File: src/rtl/lsm_pkg.sv
package lsm_pkg;

   typedef enum logic [1:0] {
      LSM_IDLE  = 2'd0,
      LSM_SETUP = 2'd1,
      LSM_XFER  = 2'd2
   } lsm_state_e;

endpackage

File: src/rtl/lsm_seq_ctrl.sv
module lsm_seq_ctrl
   import lsm_pkg::*;
(
   input  logic clk,
   input  logic rst_n,
   input  logic start_i,
   input  logic ready_i,
   input  logic last_i,
   output logic idle_o,
   output logic capture_o,
   output logic setup_o,
   output logic valid_o,
   output logic adv_o,
   output logic done_o
);

   lsm_state_e state_q;
   logic       done_q;

   assign idle_o    = (state_q == LSM_IDLE);
   assign capture_o = idle_o && start_i;
   assign setup_o   = (state_q == LSM_SETUP);
   assign valid_o   = (state_q == LSM_XFER);
   assign adv_o     = valid_o && ready_i;
   assign done_o    = done_q;

   always_ff @(posedge clk) begin
      if (!rst_n) begin
         state_q <= LSM_IDLE;
         done_q  <= 1'b0;
      end else begin
         done_q <= 1'b0;
         case (state_q)
            LSM_IDLE: begin
               if (start_i) state_q <= LSM_SETUP;
            end
            LSM_SETUP: begin
               state_q <= LSM_XFER;
            end
            LSM_XFER: begin
               if (ready_i && last_i) begin
                  state_q <= LSM_IDLE;
                  done_q  <= 1'b1;
               end
            end
            default: state_q <= LSM_IDLE;
         endcase
      end
   end

endmodule

File: src/rtl/lsm_base_calc.sv
module lsm_base_calc #(
   parameter int ADDR_W       = 32,
   parameter int OFF_W        = 8,
   parameter int STEP_SHIFT   = 2,
   parameter bit SINGLE_ADDER = 1'b1
) (
   input  logic [ADDR_W-1:0] base_i,
   input  logic [OFF_W-1:0]  off_i,
   input  logic              up_i,
   input  logic              pre_i,
   output logic [ADDR_W-1:0] mod_base_o,
   output logic [ADDR_W-1:0] first_addr_o
);

   logic [ADDR_W-1:0] off_bytes;

   assign off_bytes = ADDR_W'(off_i) << STEP_SHIFT;

   generate
      if (SINGLE_ADDER) begin : g_one_adder
         logic [ADDR_W-1:0] signed_off;
         assign signed_off = up_i ? off_bytes : (~off_bytes + ADDR_W'(1));
         assign mod_base_o = base_i + signed_off;
      end else begin : g_two_adders
         logic [ADDR_W-1:0] sum_v;
         logic [ADDR_W-1:0] dif_v;
         assign sum_v      = base_i + off_bytes;
         assign dif_v      = base_i - off_bytes;
         assign mod_base_o = up_i ? sum_v : dif_v;
      end
   endgenerate

   assign first_addr_o = pre_i ? mod_base_o : base_i;

endmodule

File: src/rtl/lsm_word_walk.sv
module lsm_word_walk #(
   parameter int ADDR_W = 32,
   parameter int REG_W  = 3,
   parameter int IDX_W  = 2,
   parameter int WPR    = 3,
   parameter int RCNT_W = 3,
   parameter int STEP   = 4
) (
   input  logic              clk,
   input  logic              rst_n,
   input  logic              load_i,
   input  logic              adv_i,
   input  logic [ADDR_W-1:0] first_addr_i,
   input  logic [REG_W-1:0]  first_reg_i,
   input  logic [RCNT_W-1:0] nregs_i,
   output logic [ADDR_W-1:0] addr_o,
   output logic [REG_W-1:0]  reg_o,
   output logic [IDX_W-1:0]  idx_o,
   output logic              last_o
);

   localparam logic [IDX_W-1:0] IDX_LAST = IDX_W'(WPR - 1);

   logic [ADDR_W-1:0] addr_q;
   logic [REG_W-1:0]  reg_q;
   logic [RCNT_W-1:0] rleft_q;
   logic [IDX_W-1:0]  idx_q;
   logic              reg_end;

   generate
      if (WPR > 1) begin : g_idx_cnt
         always_ff @(posedge clk) begin
            if (!rst_n) begin
               idx_q <= '0;
            end else if (load_i) begin
               idx_q <= '0;
            end else if (adv_i) begin
               idx_q <= (idx_q == IDX_LAST) ? '0 : idx_q + IDX_W'(1);
            end
         end
         assign reg_end = (idx_q == IDX_LAST);
      end else begin : g_idx_none
         assign idx_q   = '0;
         assign reg_end = 1'b1;
      end
   endgenerate

   always_ff @(posedge clk) begin
      if (!rst_n) begin
         addr_q  <= '0;
         reg_q   <= '0;
         rleft_q <= '0;
      end else if (load_i) begin
         addr_q  <= first_addr_i;
         reg_q   <= first_reg_i;
         rleft_q <= nregs_i;
      end else if (adv_i) begin
         addr_q <= addr_q + ADDR_W'(STEP);
         if (reg_end) begin
            reg_q   <= reg_q + REG_W'(1);
            rleft_q <= rleft_q - RCNT_W'(1);
         end
      end
   end

   assign addr_o = addr_q;
   assign reg_o  = reg_q;
   assign idx_o  = idx_q;
   assign last_o = reg_end && (rleft_q == RCNT_W'(1));

endmodule

File: src/rtl/lsm_xfer_seq.sv
module lsm_xfer_seq #(
   parameter int ADDR_W        = 32,
   parameter int OFF_W         = 8,
   parameter int NUM_FREGS     = 8,
   parameter int WORDS_PER_REG = 3,
   parameter int WORD_BYTES    = 4,
   parameter int CNT_W         = 2,
   parameter bit SINGLE_ADDER  = 1'b1,
   localparam int REG_W        = $clog2(NUM_FREGS),
   localparam int IDX_W        = (WORDS_PER_REG > 1) ? $clog2(WORDS_PER_REG) : 1
) (
   input  logic              clk,
   input  logic              rst_n,
   input  logic              start_i,
   input  logic              pre_i,
   input  logic              up_i,
   input  logic [CNT_W-1:0]  cnt_i,
   input  logic              wb_i,
   input  logic              load_i,
   input  logic [OFF_W-1:0]  offset_i,
   input  logic [REG_W-1:0]  freg_i,
   input  logic [ADDR_W-1:0] base_i,
   output logic              idle_o,
   output logic              word_valid_o,
   input  logic              word_ready_i,
   output logic [ADDR_W-1:0] word_addr_o,
   output logic [REG_W-1:0]  word_reg_o,
   output logic [IDX_W-1:0]  word_idx_o,
   output logic              word_load_o,
   output logic              done_o,
   output logic              wb_en_o,
   output logic [ADDR_W-1:0] wb_val_o
);

   localparam int STEP_SHIFT = $clog2(WORD_BYTES);
   localparam int MAX_REGS   = 2 ** CNT_W;
   localparam int RCNT_W     = $clog2(MAX_REGS + 1);

   generate
      if ((NUM_FREGS & (NUM_FREGS - 1)) != 0 || NUM_FREGS < 2) begin : g_bad_fregs
         $error("NUM_FREGS must be a power of two of at least 2");
      end
      if ((WORD_BYTES & (WORD_BYTES - 1)) != 0) begin : g_bad_bytes
         $error("WORD_BYTES must be a power of two");
      end
      if (WORDS_PER_REG < 1) begin : g_bad_wpr
         $error("WORDS_PER_REG must be at least 1");
      end
      if (ADDR_W < OFF_W + STEP_SHIFT + 1) begin : g_bad_addr
         $error("ADDR_W too narrow for the scaled offset");
      end
   endgenerate

   logic              capture;
   logic              setup;
   logic              adv;
   logic              last_word;

   logic              pre_q;
   logic              up_q;
   logic [CNT_W-1:0]  cnt_q;
   logic              wb_q;
   logic              load_q;
   logic [OFF_W-1:0]  off_q;
   logic [REG_W-1:0]  freg_q;
   logic [ADDR_W-1:0] base_q;
   logic [ADDR_W-1:0] wb_val_q;

   logic [ADDR_W-1:0] mod_base;
   logic [ADDR_W-1:0] first_addr;
   logic [RCNT_W-1:0] nregs;

   always_ff @(posedge clk) begin
      if (!rst_n) begin
         pre_q  <= 1'b0;
         up_q   <= 1'b0;
         cnt_q  <= '0;
         wb_q   <= 1'b0;
         load_q <= 1'b0;
         off_q  <= '0;
         freg_q <= '0;
         base_q <= '0;
      end else if (capture) begin
         pre_q  <= pre_i;
         up_q   <= up_i;
         cnt_q  <= cnt_i;
         wb_q   <= wb_i;
         load_q <= load_i;
         off_q  <= offset_i;
         freg_q <= freg_i;
         base_q <= base_i;
      end
   end

   assign nregs = (cnt_q == '0) ? RCNT_W'(MAX_REGS) : RCNT_W'(cnt_q);

   lsm_seq_ctrl u_ctrl (
      .clk       (clk),
      .rst_n     (rst_n),
      .start_i   (start_i),
      .ready_i   (word_ready_i),
      .last_i    (last_word),
      .idle_o    (idle_o),
      .capture_o (capture),
      .setup_o   (setup),
      .valid_o   (word_valid_o),
      .adv_o     (adv),
      .done_o    (done_o)
   );

   lsm_base_calc #(
      .ADDR_W       (ADDR_W),
      .OFF_W        (OFF_W),
      .STEP_SHIFT   (STEP_SHIFT),
      .SINGLE_ADDER (SINGLE_ADDER)
   ) u_base (
      .base_i       (base_q),
      .off_i        (off_q),
      .up_i         (up_q),
      .pre_i        (pre_q),
      .mod_base_o   (mod_base),
      .first_addr_o (first_addr)
   );

   lsm_word_walk #(
      .ADDR_W (ADDR_W),
      .REG_W  (REG_W),
      .IDX_W  (IDX_W),
      .WPR    (WORDS_PER_REG),
      .RCNT_W (RCNT_W),
      .STEP   (WORD_BYTES)
   ) u_walk (
      .clk          (clk),
      .rst_n        (rst_n),
      .load_i       (setup),
      .adv_i        (adv),
      .first_addr_i (first_addr),
      .first_reg_i  (freg_q),
      .nregs_i      (nregs),
      .addr_o       (word_addr_o),
      .reg_o        (word_reg_o),
      .idx_o        (word_idx_o),
      .last_o       (last_word)
   );

   always_ff @(posedge clk) begin
      if (!rst_n) begin
         wb_val_q <= '0;
      end else if (setup) begin
         wb_val_q <= mod_base;
      end
   end

   assign wb_val_o    = wb_val_q;
   assign wb_en_o     = done_o && wb_q;
   assign word_load_o = load_q;

endmodule

File: config.mk
export PLATFORM = sky130hd
export DESIGN_NAME = lsm_xfer_seq
export DESIGN_NICKNAME = d
export VERILOG_FILES = /design/src/rtl/lsm_pkg.sv /design/src/rtl/lsm_seq_ctrl.sv /design/src/rtl/lsm_base_calc.sv /design/src/rtl/lsm_word_walk.sv /design/src/rtl/lsm_xfer_seq.sv
export SDC_FILE = /design/constraint.sdc
export NUM_CORES = 1
export LEC_CHECK = 0
export BUFFER_PORTS_ARGS = -buffer_cell sky130_fd_sc_hd__buf_4
export CELL_PAD_IN_SITES_DETAIL_PLACEMENT = 1
export CELL_PAD_IN_SITES_GLOBAL_PLACEMENT = 1
export CORE_MARGIN = 5
export CORE_UTILIZATION = 40
export DETAILED_ROUTE_END_ITERATION = 8
export MAX_ROUTING_LAYER = met4
export PLACE_DENSITY = 0.76
export SKIP_CTS_REPAIR_TIMING = 1
export SLEW_MARGIN = 15
export SYNTH_ARGS = -nofsm -noshare
export SYNTH_HDL_FRONTEND = slang
export SYNTH_SLANG_ARGS = --single-unit
File: constraint.sdc
create_clock -name clk -period 7.5 [get_ports clk]
set_input_delay 0.75 -clock clk [delete_from_list [all_inputs] [get_ports clk]]
set_output_delay 0.75 -clock clk [all_outputs]
set_load 0.1 [all_outputs]
==> results by group, run 1 <==
Outcome
  • Outcome: completed

Floorplan
  • Die ar.: around 0.021 mm²
  • Cell Rows: around 50
  • Vertical die dimension: around 150 µm
  • Chip Width: 146 µm
  • Initial core utilization: 0.410
  • Number of ports placed on the die boundary: 127
  • Floorplan core area: 0.0181 mm²

Synth
  • Dominant cell by count in the synthesized netlist: sky130_fd_sc_hd__nand2_1
  • Dominant synthesized flop cell: sky130_fd_sc_hd__dfxtp_1
  • Largest cells by area after synthesis: sky130_fd_sc_hd__dfxtp_1 33%, sky130_fd_sc_hd__nand2_1 11%, sky130_fd_sc_hd__a21boi_0 7.1%
  • Mean cell area of the mapped netlist: 7.80 µm²
  • Sequential fraction of the synthesis area: 0.334
  • Fraction of synthesized cell area taken by the top area cell type: 0.334
  • Synthesized netlist net count: 1043
  • Simple logic cell fraction of the synthesized area: 0.234
  • Commonest cells post-synth: 218 x sky130_fd_sc_hd__nand2_1, 124 x sky130_fd_sc_hd__dfxtp_1, 70 x sky130_fd_sc_hd__a21boi_0
  • Main combinational cell family by area after synthesis: compound AO/OA/AOI/OAI gates
  • Multiplexer share of the synthesized area: 0.0166
  • Count of yosys warnings during synthesis: 0
  • Fraction of registers with async set or reset after synthesis: 0
  • Area fraction in compound gates after synthesis: 0.252
  • Library cell with the largest summed area after synthesis: sky130_fd_sc_hd__dfxtp_1
  • Adder-cell area share of the yosys netlist: 0.0615
  • Number of synthesized flops with an enable pin: 0
  • Summed instance area of the synthesized netlist: 0.00744 mm²
  • FF+latch count, synth: 124
  • Gate Count Post-Synth: 954
  • Parity-gate share of the synthesized area counting xor and xnor cells: 0.0624
  • Unique cell type count in the Yosys netlist: 71

Placed design
  • Minimum setup slack after placement: between 3 and 4 ns
  • Dpl hpwl: approximately 19000 µm
  • Placed instance area: between 0.008 and 0.009 mm²
  • Final estimated routing congestion in global placement: 0.880
  • Total placed cells including tap cells: 1256
  • Buffers on Ports: 126

Setup path
  • Crit path capture type: register
  • FF-to-FF Start: off_q[2]
  • Startpoint-to-endpoint class of the critical path: register to register
  • Crit path buf inv count: 0
  • Gate family responsible for the most delay along the worst path: simple AND/OR/NAND/NOR gates
  • Top fanout value on the critical path: 8
  • Startpoint of the most critical setup path: off_q[2]
  • Worst path arrival time: 4.38 ns
  • List of cells traversed by the critical path: nor2_1 -> nand2_1 -> nor3_1 -> ha_1 -> mux2_2 -> ha_1 -> nand4_1 -> nor4_1 -> nor2_1 -> o32a_1 -> a21o_1 -> mux2i_1 -> a2111oi_2 -> o21ai_1
  • Startpoint type of the worst setup path: register
  • Critical path's slowest cell: sky130_fd_sc_hd__ha_1
  • Crit-path max cell delay: 0.47 ns
  • Worst EP required: a little under 8 ns

Clock tree
  • Number of clock buffers inserted by TritonCTS: 17
  • H-tree level count: 4
  • CTS tree: yes
  • Clock-pin slew reported for the worst setup and hold paths after clock tree synthesis: 0.05 ns
  • Sinks on the clock net: 124
  • Clock root cell: sky130_fd_sc_hd__clkbuf_16
  • Source-to-sink clock delay at the later pin of the worst-skew pair: about 0.42 ns
  • Max Buffers Root-to-Sink: 2

STA
  • Final worst clock skew: approximately 0.010 ns
  • Unrepaired setup endpoints after global routing: no
  • Post-route fraction of the period consumed by the critical path: 0.545
  • Slew headroom: 0.335
  • Final Hold Vio Count: 0
  • Final-report max-slew violation count: 0
  • Slew at the pin closest to its max-slew limit: 0.998 ns
  • Post-route minimum period: 4.08 ns
  • Setup TNS Final: 0 ns
  • Highest Clock Rate: 245 MHz
  • Count of endpoints failing setup in the final report: 0
  • PnR worst setup slack: 3.42 ns

Global route
  • Largest net degree at the start of global routing: 84
  • Total GRT Usage: 0.242
  • Vias in the first global route: around 7300
  • Global-route wire length before repair: 40300 µm
  • Remaining global-route overflow: 0
  • Number of antenna violations at the first check in global routing: 0

Final layout
  • Post-route cell area: 0.00911 mm²
  • Final cell count without fillers: 1285
  • Synth-to-layout area growth: 22.4%
  • Antenna fix cells: 0
  • Nets: 1135
  • Share of post-route cells with drive strength above 1: 0.172

Detailed routing
  • Count of routing violations after the opening detailed-route iteration: between 400 and 500
  • Average wire per cell in the routed design: 19.8 µm
  • DRT Wirelength: 25500 µm
  • Via/cell ratio: 5.61
  • TritonRoute pass-1 iters: 7
  • Vias post-DR: 7204
  • DRC viols: 0
  • Number of antenna-violating nets in the routed design: 0

Power and ir drop
  • Leakage: 3.87 nW
  • IR Drop Worst-Case VDD: 174 µV
  • Power per cell area: 281 mW/mm²

Run
  • Maximum Capacitance Violations: 0

Worst hold path
  • Hold/Removal Path Class: register to register
  • Hold path startpoint: wb_val_o[1]
==> cell families (layout without fill, tap and decap cells) <==
kind of cell	after synthesis	after routing
AND/OR/NAND/NOR	382	382
AO/OA/AOI/OAI	273	273
flip-flops	124	124
buffers and inverters	74	176
XOR/XNOR	53	53
adder cells (fa/ha/maj)	36	36
multiplexers	12	12
==> worst reg2reg max path: cells and delay by family (launching register included) <==
family	cells	cell delay (ns)
AO/OA/AOI/OAI	4	0.97
adder cells (fa/ha/maj)	2	0.75
flip-flops	1	0.34
multiplexers	2	0.42
AND/OR/NAND/NOR	6	1.48
==> state kept, by name (all words and copies together), names as in the netlist <==
signal          cells
base_q             32
cnt_q               2
freg_q              3
off_q               8
pre_q               1
u_ctrl.done_o       1
u_ctrl.state_q      2
u_walk.addr_o      32
u_walk.idx_o        2
u_walk.reg_o        3
u_walk.rleft_q      3
up_q                1
wb_q                1
wb_val_o           32
word_load_o         1
==> stage by stage <==
step / hold slack, ns / total power [mW] / utilization
finish: 0.466 / 2.56 / 0.502
floorplan: 0.439 / 1.42 / -
CTS: 0.466 / 2.57 / 0.502
global route: 0.488 / 2.67 / 0.502
detailed placement: 0.457 / 1.66 / 0.467
global placement: 0.447 / 1.64 / 0.467
==> power breakdown <==
part           total [mW]  internal (mW)  switching, mW
logic               0.893          0.260          0.633
clock network       0.898          0.601          0.297
registers           0.767          0.711         0.0568
==> cells in the final DEF, fill, tap and decap left out, drive strengths merged, types with 22 or more instances in the layout <==
master / instances
buf: 131
clkbuf: 22
dfxtp: 124
o21ai: 46
nor3: 24
a21boi: 72
ha: 35
nand2: 219
xor2: 24
nor2: 43
a21oi: 68
nand3: 32
xnor2: 29
==> layer usage <==
metal	vias to the layer above	part of all wire	track usage
met4	0	0.010	0.0527
met3	22	0.049	0.0406
li1	3527	-	-
met2	159	0.45	0.366
met1	3496	0.49	0.341
met5	-	0	-
==> final timing paths <==
check	end	slack, ns	cells after the start
max	u_walk.addr_o[29]	3.42	14
max reg2reg	u_walk.addr_o[29]	3.42	14
min reg2reg	wb_val_o[1]	0.47	2
min	wb_val_o[1]	0.47	2
==> final cells by class <==
cell class | count | area, µm²
inverters | 16 | 60.1
repair buffers | 131 | 983
clock inverters | 7 | 164
fillers | 2234 | 9040
flip-flops and latches | 124 | 2480
multi-input cells | 756 | 4670
well taps | 229 | 287
clock buffers | 22 | 464
No activity file was read; power rests on OpenSTA's default activity.
==> inputs of run 2 (changes only) <==
clock period = 4.08 ns   (was 7.5 ns; I/O delays follow)
==> run 2 against run 1 <==
Effect of this change: worst hold slack got worse by 0.24 ns; global-route usage decreased by 0.63 points; core utilization about the same; sequential power increased by 84%; non-clock buffer count increased by 3; worst setup slack got worse by 3.1 ns; first-iteration DRC count increased by 30%; critical path type unchanged; sequential cell count unchanged; clock power increased by 66%; combinational power increased by 83%; power increased by 77%; largest power group is now combinational logic.
==> results by group, run 2 (synthesis gave the netlist of run 1 again) <==
Outcome
  • Outcome: completed (unchanged)

Clock tree
  • Max Buffers Root-to-Sink: 2 (unchanged)
  • CTS tree: yes (unchanged)
  • Number of clock buffers inserted by TritonCTS: 17 (unchanged)
  • Sinks on the clock net: 124 (unchanged)
  • H-tree level count: 4 (unchanged)
  • Clock root cell: sky130_fd_sc_hd__clkbuf_16 (unchanged)
  • Source-to-sink clock delay at the later pin of the worst-skew pair: 0.42 ns (about the same)
  • Clock-pin slew reported for the worst setup and hold paths after clock tree synthesis: 0.06 ns (was 0.05 ns)

Placed design
  • Final estimated routing congestion in global placement: 0.908 (was 0.880)
  • Dpl hpwl: 18500 µm (about the same)
  • Buffers on Ports: 126 (unchanged)
  • Minimum setup slack after placement: 0.180 ns (was 3.61 ns)
  • Total placed cells including tap cells: 1259 (was 1256)
  • Placed instance area: 0.00852 mm² (was 0.00848 mm²)

Power and ir drop
  • Overall power: 4.53 mW (was 2.56 mW)
  • Power per cell area: 498 mW/mm² (was 281 mW/mm²)
  • IR Drop Worst-Case VDD: 313 µV (was 174 µV)
  • Leakage: 3.87 nW (about the same)

STA
  • Final-report max-slew violation count: 0 (unchanged)
  • Final Hold Vio Count: 0 (unchanged)
  • PnR worst setup slack: 0.338 ns (was 3.42 ns)
  • Slew at the pin closest to its max-slew limit: 0.999 ns (was 0.998 ns)
  • Unrepaired setup endpoints after global routing: no (unchanged)
  • Post-route minimum period: 3.74 ns (was 4.08 ns)
  • Highest Clock Rate: 267 MHz (was 245 MHz)
  • Setup TNS Final: 0 ns (unchanged)
  • Count of endpoints failing setup in the final report: 0 (unchanged)
  • Slew headroom: 0.334 (was 0.335)
  • Final worst clock skew: 0.00610 ns (was 0.0101 ns)
  • Min Hold Slack: 0.228 ns (was 0.466 ns)
  • Post-route fraction of the period consumed by the critical path: 0.917 (was 0.545)

Global route
  • Vias in the first global route: 7092 (was 7268)
  • Remaining global-route overflow: 0 (unchanged)
  • Global-route wire length before repair: 39500 µm (was 40300 µm)
  • Total GRT Usage: 0.236 (was 0.242)
  • Number of antenna violations at the first check in global routing: 0 (unchanged)
  • Largest net degree at the start of global routing: 51 (was 84)

Detailed routing
  • Via/cell ratio: 5.54 (was 5.61)
  • DRC viols: 0 (unchanged)
  • Number of antenna-violating nets in the routed design: 0 (unchanged)
  • TritonRoute pass-1 iters: 4 (was 7)
  • Average wire per cell in the routed design: 19.1 µm (was 19.8 µm)
  • DRT Wirelength: 24600 µm (was 25500 µm)
  • Vias post-DR: 7155 (was 7204)
  • Count of routing violations after the opening detailed-route iteration: 614 (was 471)

Setup path
  • Register-to-Register Setup Slack: 0.34 ns (was 3.42 ns)
  • Critical path's slowest cell: sky130_fd_sc_hd__ha_2 (was sky130_fd_sc_hd__ha_1)
  • Worst path arrival time: 4.04 ns (was 4.38 ns)
  • Startpoint-to-endpoint class of the critical path: register to register (unchanged)
  • Worst EP required: 4.38 ns (was 7.79 ns)
  • Top fanout value on the critical path: 8 (unchanged)
  • FF-to-FF Start: off_q[0] (was off_q[2])
  • Crit path capture type: register (unchanged)
  • Startpoint type of the worst setup path: register (unchanged)
  • Crit-path max cell delay: 0.45 ns (was 0.47 ns)
  • Reg-to-reg critical path endpoint: u_walk.addr_o[29] (unchanged)
  • Setup crit end: u_walk.addr_o[29] (unchanged)
  • List of cells traversed by the critical path: nor3_4 -> nand2_1 -> nor3_1 -> ha_1 -> mux2_2 -> ha_2 -> nand4_1 -> nor4_2 -> nor2_1 -> o32a_1 -> a21o_1 -> mux2i_1 -> a2111oi_2 -> o21ai_1 (was nor2_1 -> nand2_1 -> nor3_1 -> ha_1 -> mux2_2 -> ha_1 -> nand4_1 -> nor4_1 -> nor2_1 -> o32a_1 -> a21o_1 -> mux2i_1 -> a2111oi_2 -> o21ai_1)
  • Startpoint of the most critical setup path: off_q[0] (was off_q[2])
  • Cell depth of the worst flop-to-flop path: 14 (unchanged)

Final layout
  • Top library cells by usage in the layout, fill and taps aside: 218 x sky130_fd_sc_hd__nand2_1, 133 x sky130_fd_sc_hd__buf_4, 124 x sky130_fd_sc_hd__dfxtp_1, 70 x sky130_fd_sc_hd__a21boi_0, 68 x sky130_fd_sc_hd__a21oi_1 (was 218 x sky130_fd_sc_hd__nand2_1, 131 x sky130_fd_sc_hd__buf_4, 124 x sky130_fd_sc_hd__dfxtp_1, 70 x sky130_fd_sc_hd__a21boi_0, 68 x sky130_fd_sc_hd__a21oi_1)
  • Antenna fix cells: 0 (unchanged)
  • Nets: 1138 (was 1135)
  • Final cell count without fillers: 1291 (was 1285)
  • Most common library cell in the layout ignoring fill and taps: sky130_fd_sc_hd__nand2_1 (unchanged)
  • Share of post-route cells with drive strength above 1: 0.182 (was 0.172)
  • Post-route cell area: 0.00911 mm² (about the same)
  • Final Util: 0.502 (about the same)
  • Synth-to-layout area growth: 22.3% (was 22.4%)

Floorplan
  • Chip Width: 146 µm (unchanged)
  • Floorplan core area: 0.0181 mm² (unchanged)
  • Initial core utilization: 0.410 (unchanged)
  • Number of ports placed on the die boundary: 127 (unchanged)
  • Cell Rows: 49 (unchanged)
  • Vertical die dimension: 146 µm (unchanged)
  • Die ar.: 0.0214 mm² (unchanged)

Worst hold path
  • Hold/Removal Path Class: input pin to register (was register to register)

Run
  • Maximum Capacitance Violations: 0 (unchanged)
-- run 2: cell count changes in the layout (fill, tap and decap cells not counted), moves of 2 or more --
| cell | before | now |
|---|---|---|
| sky130_fd_sc_hd__clkbuf_1 | 3 | 0 |
| sky130_fd_sc_hd__bufinv_16 | 5 | 1 |
| sky130_fd_sc_hd__clkinvlp_4 | 0 | 2 |
| sky130_fd_sc_hd__buf_4 | 131 | 133 |
| sky130_fd_sc_hd__clkinv_4 | 1 | 4 |
| sky130_fd_sc_hd__inv_6 | 0 | 4 |
-- run 2: worst min-delay path by stage --
| stage | end | slack [ns] | startpoint | cells past startpoint |
|---|---|---|---|---|
| 2_1_floorplan | wb_q | 0.44 | wb_q | 2 |
| 3_3_place_gp | wb_q | 0.45 | wb_q | 2 |
| 3_5_place_dp | wb_val_o[27] | 0.46 | wb_val_o[27] | 2 |
| 4_1_cts | u_ctrl.state_q[0] | 0.21 | start_i | 2 |
| 5_1_grt | u_ctrl.state_q[0] | 0.22 | start_i | 2 |
| 6_report | u_ctrl.state_q[0] | 0.23 | start_i | 2 |
-- run 2: critical path: cells and delay by family, from the launching register on --
kind / cells / cell delay, ns
AOI/OAI and AO/OA: 4 / 0.99
adders and majority gates: 2 / 0.72
DFF: 1 / 0.36
muxes: 2 / 0.41
and+or+nand+nor: 6 / 1.14
-- run 2: report_power, final --
group | switching [mW] | total (mW) | internal [mW]
sequential | 0.105 | 1.41 | 1.31
clock | 0.623 | 1.49 | 0.866
combinational | 1.15 | 1.63 | 0.486
total | 1.87 | 4.53 | 2.66
-- run 2: final cells by class --
type | count | area, µm²
Timing Repair Buffer | 134 | 1020
Clock buffer | 18 | 439
Clock inverter | 14 | 136
Sequential cell | 124 | 2480
Inverter | 16 | 60.1
Multi-Input combinational cell | 756 | 4680
Tap cell | 229 | 287
Fill cell | 2251 | 9040
-- run 2: per-layer routing --
layer  track usage  routed length, µm
met1         0.345              12600
met3        0.0415               1180
met2         0.342              10600
met5             -                  0
met4        0.0437                197
